### src/rtl/brk_pkg.sv
package brk_pkg;

  localparam int REG_W       = 32;
  localparam int DATA_W      = 32;
  localparam int BYTES       = DATA_W / 8;
  localparam int LANES       = 7;
  localparam int AE_W        = 3;
  localparam int HALF_W      = 16;
  localparam int LVL_W       = LANES + AE_W + 4;
  localparam int NUM_LEVELS  = 2;
  localparam int RESP_LSB    = 30;
  localparam int L1_EBL_BIT  = LVL_W - 1;
  localparam int L2_EBL_BIT  = HALF_W + LVL_W - 1;

  typedef enum logic [1:0] {
    SZ_BYTE = 2'b00,
    SZ_WORD = 2'b01,
    SZ_LONG = 2'b10,
    SZ_RSVD = 2'b11
  } bus_size_e;

  typedef enum logic [2:0] {
    ST_IDLE  = 3'b000,
    ST_WAIT1 = 3'b001,
    ST_WAIT2 = 3'b010,
    ST_DONE  = 3'b011
  } trig_state_e;

  typedef enum logic [1:0] {
    RSP_TRACE = 2'b00,
    RSP_HALT  = 2'b01,
    RSP_IRQ   = 2'b10,
    RSP_RSVD  = 2'b11
  } resp_e;

  // one level descriptor, MSB first: enable, lanes, data invert,
  // address enable, pc enable, pc invert
  typedef struct packed {
    logic             ebl;
    logic [LANES-1:0] lanes;
    logic             dinv;
    logic [AE_W-1:0]  aen;
    logic             pcen;
    logic             pcinv;
  } level_cfg_t;

  // one-hot lane that a transfer of this size and placement drives
  function automatic logic [LANES-1:0] lane_of(input logic [1:0] size,
                                               input logic [1:0] off);
    logic [LANES-1:0] sel;
    sel = '0;
    case (size)
      SZ_BYTE: sel[off] = 1'b1;
      SZ_WORD: sel[off[1] ? 5 : 4] = 1'b1;
      SZ_LONG: sel[6] = 1'b1;
      default: sel = '0;
    endcase
    return sel;
  endfunction

  // byte mask (bit 3 = data[31:24]) covered by a set of lanes
  function automatic logic [BYTES-1:0] bytes_of(input logic [LANES-1:0] sel);
    logic [BYTES-1:0] m;
    m[3] = sel[0] | sel[4] | sel[6];
    m[2] = sel[1] | sel[4] | sel[6];
    m[1] = sel[2] | sel[5] | sel[6];
    m[0] = sel[3] | sel[5] | sel[6];
    return m;
  endfunction

  function automatic logic masked_equal(input logic [DATA_W-1:0] a,
                                        input logic [DATA_W-1:0] b,
                                        input logic [BYTES-1:0]  m);
    logic ok;
    ok = 1'b1;
    for (int i = 0; i < BYTES; i++) begin
      if (m[i] && (a[8*i +: 8] != b[8*i +: 8])) ok = 1'b0;
    end
    return ok;
  endfunction

endpackage

### src/rtl/brk_tdef_reg.sv
module brk_tdef_reg
  import brk_pkg::*;
#(
  parameter logic [REG_W-1:0] ZERO_MASK = 32'h0000_C000
) (
  input  logic             clk,
  input  logic             rst_n,
  input  logic             wr_en,
  input  logic [REG_W-1:0] wr_data,
  output logic [REG_W-1:0] tdef_q
);

  always_ff @(posedge clk or negedge rst_n) begin
    if (!rst_n)     tdef_q <= '0;
    else if (wr_en) tdef_q <= wr_data & ~ZERO_MASK;
  end

  a_r1_spare_bits_zero: assert property (@(posedge clk) disable iff (!rst_n)
    (tdef_q & ZERO_MASK) == '0);

endmodule

### src/rtl/brk_level_match.sv
module brk_level_match
  import brk_pkg::*;
(
  input  logic              clk,
  input  logic              rst_n,
  input  level_cfg_t        cfg,
  input  logic              bus_valid,
  input  logic [1:0]        bus_off,
  input  logic [1:0]        bus_size,
  input  logic [DATA_W-1:0] bus_data,
  input  logic [DATA_W-1:0] data_ref,
  input  logic              addr_hit,
  input  logic              pc_hit,
  output logic              lvl_hit
);

  logic [LANES-1:0] lane_sel;
  logic [LANES-1:0] lane_on;
  logic [BYTES-1:0] byte_mask;
  logic             data_used, addr_used, pc_used, any_used;
  logic             data_eq, data_ok, addr_ok, pc_ok;

  always_comb begin
    lane_sel  = lane_of(bus_size, bus_off);
    lane_on   = lane_sel & cfg.lanes;
    byte_mask = bytes_of(lane_on);
    data_eq   = masked_equal(bus_data, data_ref, byte_mask);

    data_used = |cfg.lanes;
    addr_used = |cfg.aen;
    pc_used   = cfg.pcen;
    any_used  = data_used | addr_used | pc_used;

    data_ok   = bus_valid & (|lane_on) & (data_eq ^ cfg.dinv);
    addr_ok   = bus_valid & addr_hit;
    pc_ok     = pc_hit ^ cfg.pcinv;

    lvl_hit   = cfg.ebl & any_used
              & (~data_used | data_ok)
              & (~addr_used | addr_ok)
              & (~pc_used   | pc_ok);
  end

  a_r6_addr_needs_transfer: assert property (@(posedge clk) disable iff (!rst_n)
    ((|cfg.aen) && !bus_valid) |-> !lvl_hit);

  a_r13_disabled_level_quiet: assert property (@(posedge clk) disable iff (!rst_n)
    !cfg.ebl |-> !lvl_hit);

  a_r3_reserved_size_no_data: assert property (@(posedge clk) disable iff (!rst_n)
    ((|cfg.lanes) && bus_size == SZ_RSVD) |-> !lvl_hit);

endmodule

### src/rtl/brk_seq.sv
module brk_seq
  import brk_pkg::*;
(
  input  logic        clk,
  input  logic        rst_n,
  input  logic        wr_en,
  input  logic        arm_next,
  input  logic        l2_en,
  input  logic [1:0]  resp,
  input  logic        l1_hit,
  input  logic        l2_hit,
  output trig_state_e state,
  output logic        halt_req,
  output logic        dbg_irq,
  output logic        trace_evt
);

  trig_state_e state_d;
  logic        fire;

  always_comb begin
    state_d = state;
    fire    = 1'b0;
    if (wr_en) begin
      state_d = arm_next ? ST_WAIT1 : ST_IDLE;
    end else begin
      case (state)
        ST_WAIT1: if (l1_hit) begin
          if (l2_en) state_d = ST_WAIT2;
          else begin
            state_d = ST_DONE;
            fire    = 1'b1;
          end
        end
        ST_WAIT2: if (l2_hit) begin
          state_d = ST_DONE;
          fire    = 1'b1;
        end
        default: state_d = state;
      endcase
    end
  end

  always_ff @(posedge clk or negedge rst_n) begin
    if (!rst_n) begin
      state     <= ST_IDLE;
      halt_req  <= 1'b0;
      dbg_irq   <= 1'b0;
      trace_evt <= 1'b0;
    end else begin
      state     <= state_d;
      trace_evt <= fire;
      halt_req  <= fire && (resp == RSP_HALT);
      dbg_irq   <= fire && (resp == RSP_IRQ);
    end
  end

  a_r11_halt_one_cycle: assert property (@(posedge clk) disable iff (!rst_n)
    halt_req |=> !halt_req);

  a_r11_irq_one_cycle: assert property (@(posedge clk) disable iff (!rst_n)
    dbg_irq |=> !dbg_irq);

  a_r11_response_traced: assert property (@(posedge clk) disable iff (!rst_n)
    (halt_req || dbg_irq) |-> trace_evt);

  a_r11_single_response: assert property (@(posedge clk) disable iff (!rst_n)
    !(halt_req && dbg_irq));

  a_r12_trace_means_done: assert property (@(posedge clk) disable iff (!rst_n)
    trace_evt |-> state == ST_DONE);

  a_r12_done_holds: assert property (@(posedge clk) disable iff (!rst_n)
    (state == ST_DONE && !wr_en) |=> (state == ST_DONE && !trace_evt));

  a_r2_write_rearms: assert property (@(posedge clk) disable iff (!rst_n)
    wr_en |=> (state == ST_IDLE || state == ST_WAIT1));

  a_r9_no_skip_level2: assert property (@(posedge clk) disable iff (!rst_n)
    (state == ST_WAIT1 && l2_en && !wr_en) |=> state != ST_DONE);

  a_r13_idle_stays: assert property (@(posedge clk) disable iff (!rst_n)
    (state == ST_IDLE && !wr_en) |=> (state == ST_IDLE && !trace_evt));

endmodule

### src/rtl/brk_trig_unit.sv
module brk_trig_unit
  import brk_pkg::*;
(
  input  logic              clk,
  input  logic              rst_n,
  input  logic              cfg_wr_en,
  input  logic [REG_W-1:0]  cfg_wr_data,
  input  logic              bus_valid,
  input  logic [1:0]        bus_byte_off,
  input  logic [1:0]        bus_size,
  input  logic [DATA_W-1:0] bus_data,
  input  logic [DATA_W-1:0] l1_data_ref,
  input  logic [DATA_W-1:0] l2_data_ref,
  input  logic              l1_addr_hit,
  input  logic              l2_addr_hit,
  input  logic              l1_pc_hit,
  input  logic              l2_pc_hit,
  output logic              halt_req,
  output logic              dbg_irq,
  output logic              trace_evt,
  output logic [2:0]        trig_state
);

  logic [REG_W-1:0]      tdef_q;
  level_cfg_t            lvl_cfg  [NUM_LEVELS];
  logic [DATA_W-1:0]     lvl_ref  [NUM_LEVELS];
  logic [NUM_LEVELS-1:0] lvl_ahit;
  logic [NUM_LEVELS-1:0] lvl_phit;
  logic [NUM_LEVELS-1:0] lvl_hit;
  trig_state_e           state;
  logic [1:0]            spare_bits;

  brk_tdef_reg u_tdef (
    .clk     (clk),
    .rst_n   (rst_n),
    .wr_en   (cfg_wr_en),
    .wr_data (cfg_wr_data),
    .tdef_q  (tdef_q)
  );

  assign lvl_ref[0] = l1_data_ref;
  assign lvl_ref[1] = l2_data_ref;
  assign lvl_ahit   = {l2_addr_hit, l1_addr_hit};
  assign lvl_phit   = {l2_pc_hit, l1_pc_hit};
  assign spare_bits = tdef_q[HALF_W-1 -: 2];

  for (genvar g = 0; g < NUM_LEVELS; g++) begin : g_lvl
    assign lvl_cfg[g] = level_cfg_t'(tdef_q[g*HALF_W +: LVL_W]);

    brk_level_match u_match (
      .clk       (clk),
      .rst_n     (rst_n),
      .cfg       (lvl_cfg[g]),
      .bus_valid (bus_valid),
      .bus_off   (bus_byte_off),
      .bus_size  (bus_size),
      .bus_data  (bus_data),
      .data_ref  (lvl_ref[g]),
      .addr_hit  (lvl_ahit[g]),
      .pc_hit    (lvl_phit[g]),
      .lvl_hit   (lvl_hit[g])
    );
  end

  brk_seq u_seq (
    .clk       (clk),
    .rst_n     (rst_n),
    .wr_en     (cfg_wr_en),
    .arm_next  (cfg_wr_data[L1_EBL_BIT]),
    .l2_en     (lvl_cfg[1].ebl),
    .resp      (tdef_q[RESP_LSB +: 2]),
    .l1_hit    (lvl_hit[0]),
    .l2_hit    (lvl_hit[1]),
    .state     (state),
    .halt_req  (halt_req),
    .dbg_irq   (dbg_irq),
    .trace_evt (trace_evt)
  );

  assign trig_state = state;

  a_r1_spare_field_clear: assert property (@(posedge clk) disable iff (!rst_n)
    spare_bits == 2'b00);

  a_r10_direct_complete: assert property (@(posedge clk) disable iff (!rst_n)
    (state == ST_WAIT1 && !lvl_cfg[1].ebl && lvl_hit[0] && !cfg_wr_en)
      |=> (trace_evt && state == ST_DONE));

endmodule

### config.mk
export PLATFORM = sky130hd
export DESIGN_NAME = brk_trig_unit
export DESIGN_NICKNAME = d
export VERILOG_FILES = /design/src/rtl/brk_pkg.sv /design/src/rtl/brk_tdef_reg.sv /design/src/rtl/brk_level_match.sv /design/src/rtl/brk_seq.sv /design/src/rtl/brk_trig_unit.sv
export SDC_FILE = /design/constraint.sdc
export NUM_CORES = 1
export LEC_CHECK = 0
export ABC_AREA = 1
export BUFFER_PORTS_ARGS = -buffer_cell sky130_fd_sc_hd__buf_2
export CORE_MARGIN = 10
export CORE_UTILIZATION = 40
export DETAILED_ROUTE_END_ITERATION = 10
export MAX_ROUTING_LAYER = met4
export PLACE_DENSITY = 0.72
export SLEW_MARGIN = 25
export SYNTH_ARGS = -nofsm -noshare
export SYNTH_HDL_FRONTEND = slang
export SYNTH_HIERARCHICAL = 1
export SYNTH_SLANG_ARGS = --single-unit
### constraint.sdc
create_clock -name clk -period 1.65 [get_ports clk]
set_input_delay 0.165 -clock clk [delete_from_list [all_inputs] [get_ports clk]]
set_output_delay 0.165 -clock clk [all_outputs]
set_load 0.02 [all_outputs]
# After elaboration in Yosys (flattened, before gate mapping)
# Index checks and enable logic that the tools add are counted.
[totals]
ff_bits = 36
in_bits = 140
out_inout_bits = 6
word_cells = 124
[op_classes]
magnitude_cmp = 4
n_eq_ne = 16
n_mux = 26
n_bitwise = 52
n_reduce_logical = 21
[ops]
columns = ["op", "count"]
rows = [
  ["$ne 8x8->1", 8],
  ["$ge 32x1->1 const B", 1],
  ["$lt 32x5->1 const B", 1],
  ["$reduce_or 7->1", 4],
  ["$or 1x1->1", 26],
  ["$mux 1", 17],
  ["$and 1x1->1", 14],
  ["$and 7x7->7", 2],
  ["$logic_and 1x1->1", 12],
  ["$pmux 6 s2", 1],
  ["$mux 3", 3],
  ["$ne 3x3->1 const B", 2],
  ["$not 1->1", 6],
  ["$pmux 3 s2", 1],
  ["$reduce_or 3->1", 2],
  ["$eq 2x1->1 const B", 2],
  ["$eq 2x2->1 const B", 2],
  ["$lt 2x4->1 const B", 1],
  ["$pmux 1 s2", 2],
  ["$xor 1x1->1", 4],
  ["$demux 1 s3", 1],
  ["$eq 3x1->1 const B", 1],
  ["$eq 3x2->1 const B", 1],
  ["$reduce_and 3->1", 1],
  ["4 further kinds", 4],
]

# Logic depth before layout (Yosys ltp)
[logic_depth]
depth_word = 24
depth_mapped = 18
depth_no_buf = 18

# Cells and area by module
# The synthesis kept the hierarchy.
[by_module_without_submodules]
columns = ["module", "n_inst", "cells_each", "area_per_inst_um2", "seq_area_each_um2"]
rows = [
  ["brk_level_match", 2, 139, 715.7, 0.0],
  ["brk_tdef_reg", 1, 130, 1141.1, 750.7],
  ["brk_seq", 1, 39, 292.8, 125.1],
]

# Worst setup path after synthesis
# OpenSTA, ideal clock, no wires.
[synth_path]
path_type = "register to register"
from = "register u_tdef.tdef_q[19]"
to = "register u_seq.state[0]"
setup_ps = 117
arrival_ps = 1390
required_time_ps = 1533
slack_ps = 143
stages_incl_launch_ff = 10
n_path_buf = 0
synth_period_minus_slack_ps = 1507
path_cell_list = "dfrtp_1 > nor3_1 > a21oi_1 > or3_1 > a21oi_2 > nand2_1 > nand2_1 > nand2_2 > nand3_1 > nand2_1"
[synth_between]
elab_chain_cells = 9
word_cells_on_any_way = 11
classes_between = "eq/ne (1); bitwise (8); reduce/logical (2)"
[synth_rtl]
columns = ["element", "line_no", "source"]
rows = [
  ["start, declared", "brk_tdef_reg.sv:10", "output logic [REG_W-1:0] tdef_q"],
  ["start signal, assigned", "brk_tdef_reg.sv:15", "else if (wr_en) tdef_q <= wr_data & ~ZERO_MASK;"],
  ["$reduce_or 3->1 (*)", "brk_level_match.sv:30", "addr_used = |cfg.aen;"],
  ["$or 1x1->1 (2 in a row)", "brk_level_match.sv:32", "any_used = data_used | addr_used | pc_used;"],
  ["$and 1x1->1", "brk_level_match.sv:38", "lvl_hit = cfg.ebl & any_used"],
  ["$and 1x1->1", "brk_level_match.sv:39", "& (~data_used | data_ok)"],
  ["$and 1x1->1 (*)", "brk_level_match.sv:40", "& (~addr_used | addr_ok)"],
  ["$and 1x1->1 (*)", "brk_level_match.sv:41", "& (~pc_used | pc_ok);"],
  ["via lvl_hit[1]", "brk_trig_unit.sv:29", "logic [NUM_LEVELS-1:0] lvl_hit;"],
  ["$ne 3x3->1 (no line) (*)", "n/a", ""],
  ["$reduce_and 3->1 (no line) (*)", "n/a", ""],
  ["end signal, assigned", "brk_seq.sv:51", "state <= state_d;"],
  ["end, declared", "brk_seq.sv:12", "output trig_state_e state,"],
]
# Mark *: on every way through the listed nets, which the timed path passes. The rest lies on a longest branch.
# A chain may end at the register's enable or synchronous reset.

# Final worst setup path
[layout_path]
from = "register u_tdef.tdef_q[28]"
to = "register u_seq.state[0]"
[layout_between]
elab_chain_cells = 15
word_cells_on_any_way = 28
classes_between = "eq/ne (1); mux (4); bitwise (16); reduce/logical (7)"
[layout_rtl]
columns = ["element", "line_no", "source"]
rows = [
  ["$and 7x7->7", "brk_level_match.sv:25", "lane_on = lane_sel & cfg.lanes;"],
  ["$or 1x1->1", "brk_pkg.sv:67", "m[0] = sel[3] | sel[5] | sel[6];"],
  ["$logic_and 1x1->1", "brk_pkg.sv:77", "if (m[i] && (a[8*i +: 8] != b[8*i +: 8])) ok = 1'b0;"],
  ["$mux 1 (4 in a row)", "brk_pkg.sv:77", ""],
  ["$xor 1x1->1", "brk_level_match.sv:34", "data_ok = bus_valid & (|lane_on) & (data_eq ^ cfg.dinv);"],
  ["$and 1x1->1", "brk_level_match.sv:34", ""],
  ["$or 1x1->1", "brk_level_match.sv:39", ""],
  ["$and 1x1->1 (*)", "brk_level_match.sv:39", ""],
  ["$and 1x1->1 (*)", "brk_level_match.sv:40", ""],
  ["$and 1x1->1 (*)", "brk_level_match.sv:41", ""],
  ["via lvl_hit[1]", "brk_trig_unit.sv:29", ""],
  ["$ne 3x3->1 (no line) (*)", "n/a", ""],
  ["$reduce_and 3->1 (no line) (*)", "n/a", ""],
]
# Marked as above.

==> results.json <==
{
  "clock_tree_from_tritoncts": "built",
  "firstDrtPassIters": 4,
  "cts.path.max_buffers": 2,
  "timing.fmax_mhz": 596,
  "grt_pass1_vias": 3198,
  "cell_area_after_synthesis_um2": 2850,
  "syn-mean-instance-area_um2": 6.41,
  "grt_pass1_wl_mm": 13.8,
  "grt_antenna_before_repair": 0,
  "worstSetupStartpointType": "register",
  "status": "complete, but fails checks",
  "core-area_um2": 6870,
  "cts.sinks": 35,
  "fillers": 680,
  "timing.reg2reg.worst_path_depth": 13,
  "fin_nets": 738,
  "dr.first_iter.drc_count": 156,
  "worst-path-max-fanout": 3,
  "row_count": 30,
  "routed_wl_mm": 8.18,
  "critical_path.endpoint_type": "register",
  "worst_path_largest_cell_delay_ps": 410,
  "power.combinational.fraction_pct": 33.9,
  "final_routed_drc_violation_total": 0,
  "seq_area_um2": 876,
  "path_cells": "nand3_2 -> buf_4 -> nand3_1 -> nand2_1 -> nand2_2 -> o21bai_2 -> nand3_2 -> a21oi_2 -> nand2_1 -> nand2_1 -> nand2_2 -> nand3_1 -> nand2_1",
  "cts_root_buf": "sky130_fd_sc_hd__clkbuf_8",
  "post_route_cells_drive_above_1_share_pct": 31.6,
  "boundaryPins": 146,
  "grt_setup_unrepaired": "yes",
  "synth_nets": 587,
  "syn_to_final_growth_pct": 34.6,
  "crit_required_ps": 1820,
  "grt-ovfl-total": 0,
  "place_worst_setup_slack_ps": -54.6,
  "crit_arrival_ps": 1850,
  "final-hold-violation-count": 0,
  "timing.final.crit_share_pct": 102,
  "transition_at_the_pin_with_the_smallest_max_transition_slack_ps": 761,
  "failed_checks": "setup timing",
  "n_antenna_cell": 0,
  "power.share.sequential_pct": 42.8,
  "slew_headroom_pct": 49.3,
  "grt_usage_pct": 15.1,
  "clk_transition_reported_paths_ps": 60,
  "count_of_vias_placed_by_the_detailed_router": 3102,
  "die_area_um2": 10900,
  "dpl.cell_count": 677,
  "final-setup-viol-count": 1,
  "final.hold.worst_slack_ps": 82.0,
  "wl_per_cell_um": 11.9,
  "cp-startpoint": "u_tdef/tdef_q[28]$_DFFE_PN0P_",
  "clkPwrFrac_pct": 23.4,
  "pwr_density_cell_nw_per_um2": 615,
  "synth-warning-count": 6,
  "netlist_instances": 444,
  "switching_power_summed_over_all_nets_w": 0.000756,
  "timing.critical_path.depth": 13,
  "start_util_pct": 41.4,
  "maxCapViolCount": 0,
  "stdcell_count": 690,
  "placement.io_buffers": 142,
  "multi_input_comb_area_um2": 1780,
  "clkLatencyLatePin_ps": 280,
  "die_w_um": 104,
  "timing.setup.critical_path_class": "reg -> reg",
  "critical-path-slowest-cell": "sky130_fd_sc_hd__dfrtp_1",
  "chipHeight_um": 104,
  "setup_tns_ps": -26.9,
  "worstReg2RegEnd": "u_seq/state[0]$_DFFE_PN0P_",
  "peakVddDrop_mv": 0.789,
  "rr_startpoint": "u_tdef/tdef_q[28]$_DFFE_PN0P_",
  "final_max_slew_viol_count": 0,
  "path_common_cell": "sky130_fd_sc_hd__nand2_1",
  "reg2reg_setup_slack_ps": -30,
  "min_period_ps": 1680,
  "grt_start_max_net_pins": 36,
  "delay_heaviest_family_cp": "simple AND/OR/NAND/NOR gates",
  "power.switching_fraction_pct": 32.1,
  "critPathCapture": "u_seq/state[0]$_DFFE_PN0P_",
  "via_per_inst": 4.50,
  "hp-class": "in -> reg",
  "htreeDepth": 2,
  "detail-route-antenna-nets": 0,
  "cts-buffers-inserted": 5,
  "dp_hpwl_mm": 6.89,
  "internal-power_w": 0.00160,
  "gpl.final_weighted_congestion": 0.839,
  "power.leakage_nw": 2.21,
  "layout_setup_ws_ps": -26.9,
  "finalClockSkew_ps": 4.50,
  "power_w": 0.00236,
  "cp.buffers_inverters": 1
}
[per-layer routing]
metal  share of wire, %  global-route usage [%]
met1                 45                    17.7
met2                 48                    25.6
met3                5.3                    3.16
met4                1.2                    3.88
met5                  0                       -
[final cells by class]
| cell class | instances | share of cell area [%] |
|---|---|---|
| Sequential cell | 35 | 22.9 |
| Timing Repair Buffer | 151 | 20.4 |
| Tap cell | 96 | 3.13 |
| Inverter | 55 | 5.39 |
| Multi-Input combinational cell | 347 | 46.4 |
| Clock buffer | 6 | 1.89 |
[tightest hold or removal path, delay by kind of cell]
| family | cells | cell delay [ps] |
|---|---|---|
| buffers and inverters | 1 | 70 |
| and+or+nand+nor | 2 | 90 |
[timing repair]
action / CTS / global route
pin swaps: 7 / 12
gates resized for setup: 3 / 8
hold endpoints to repair: 35 / 0
setup endpoints to repair: 4 / 5
setup buffers: 0 / 6
hold buffers: 1 / 0
[registers in the layout (all words and copies together) (netlist names)]
name,count
u_seq/dbg_irq,1
u_seq/state,2
u_seq/halt_req,1
u_seq/trace_evt,1
u_tdef/tdef_q,30
[worst min-delay path by stage]
stage               startpoint  cells past startpoint                       endpoint  slack [ps]
6_report        cfg_wr_data[7]                      3   u_tdef/tdef_q[7]$_DFFE_PN0P_          80
5_1_grt        cfg_wr_data[28]                      3  u_tdef/tdef_q[28]$_DFFE_PN0P_          90
2_1_floorplan            rst_n                      0        u_seq/dbg_irq$_DFF_PN0_        -130
3_5_place_dp             rst_n                      1       u_seq/halt_req$_DFF_PN0_         290
3_3_place_gp             rst_n                      1  u_tdef/tdef_q[31]$_DFFE_PN0P_         280
4_1_cts         cfg_wr_data[7]                      3   u_tdef/tdef_q[7]$_DFFE_PN0P_          70
[power groups by stage]
stage | registers, W | logic [W] | clock network [W]
2_1_floorplan | 0.00102 | 0.000444 | 0
3_3_place_gp | 0.00102 | 0.000749 | 0
3_5_place_dp | 0.00102 | 0.000770 | 0
4_1_cts | 0.00101 | 0.000778 | 0.000574
5_1_grt | 0.00102 | 0.000917 | 0.000613
6_report | 0.00101 | 0.000799 | 0.000551
[stage by stage]
step                instance area, um2  utilization [%]
floorplan                         2850                -
global placement                  3650             53.2
detailed placement                3650             53.2
CTS                               3750             54.6
global route                      3830             55.8
finish                            3830             55.8
[cells in the final DEF, fill, tap and decap left out]
cell type and n:
sky130_fd_sc_hd__a21oi_1 3, sky130_fd_sc_hd__a21oi_2 2, sky130_fd_sc_hd__and2_4 2, sky130_fd_sc_hd__buf_2 142, sky130_fd_sc_hd__buf_4 8, sky130_fd_sc_hd__clkbuf_1 1
sky130_fd_sc_hd__clkbuf_8 5, sky130_fd_sc_hd__conb_1 1, sky130_fd_sc_hd__dfrtp_1 35, sky130_fd_sc_hd__dlygate4sd3_1 1, sky130_fd_sc_hd__ha_1 3, sky130_fd_sc_hd__inv_1 52
sky130_fd_sc_hd__inv_2 3, sky130_fd_sc_hd__nand2_1 210, sky130_fd_sc_hd__nand2_2 13, sky130_fd_sc_hd__nand3_1 6, sky130_fd_sc_hd__nand3_2 4, sky130_fd_sc_hd__nand4_1 14
sky130_fd_sc_hd__nor2_1 25, sky130_fd_sc_hd__nor2_2 4, sky130_fd_sc_hd__nor3_1 1, sky130_fd_sc_hd__nor3_2 1, sky130_fd_sc_hd__nor4_4 2, sky130_fd_sc_hd__o21a_1 2
sky130_fd_sc_hd__o21ai_1 1, sky130_fd_sc_hd__o21bai_2 2, sky130_fd_sc_hd__or2_1 1, sky130_fd_sc_hd__or3_1 2, sky130_fd_sc_hd__xnor2_1 48
Power figures use the tool's default switching activity.
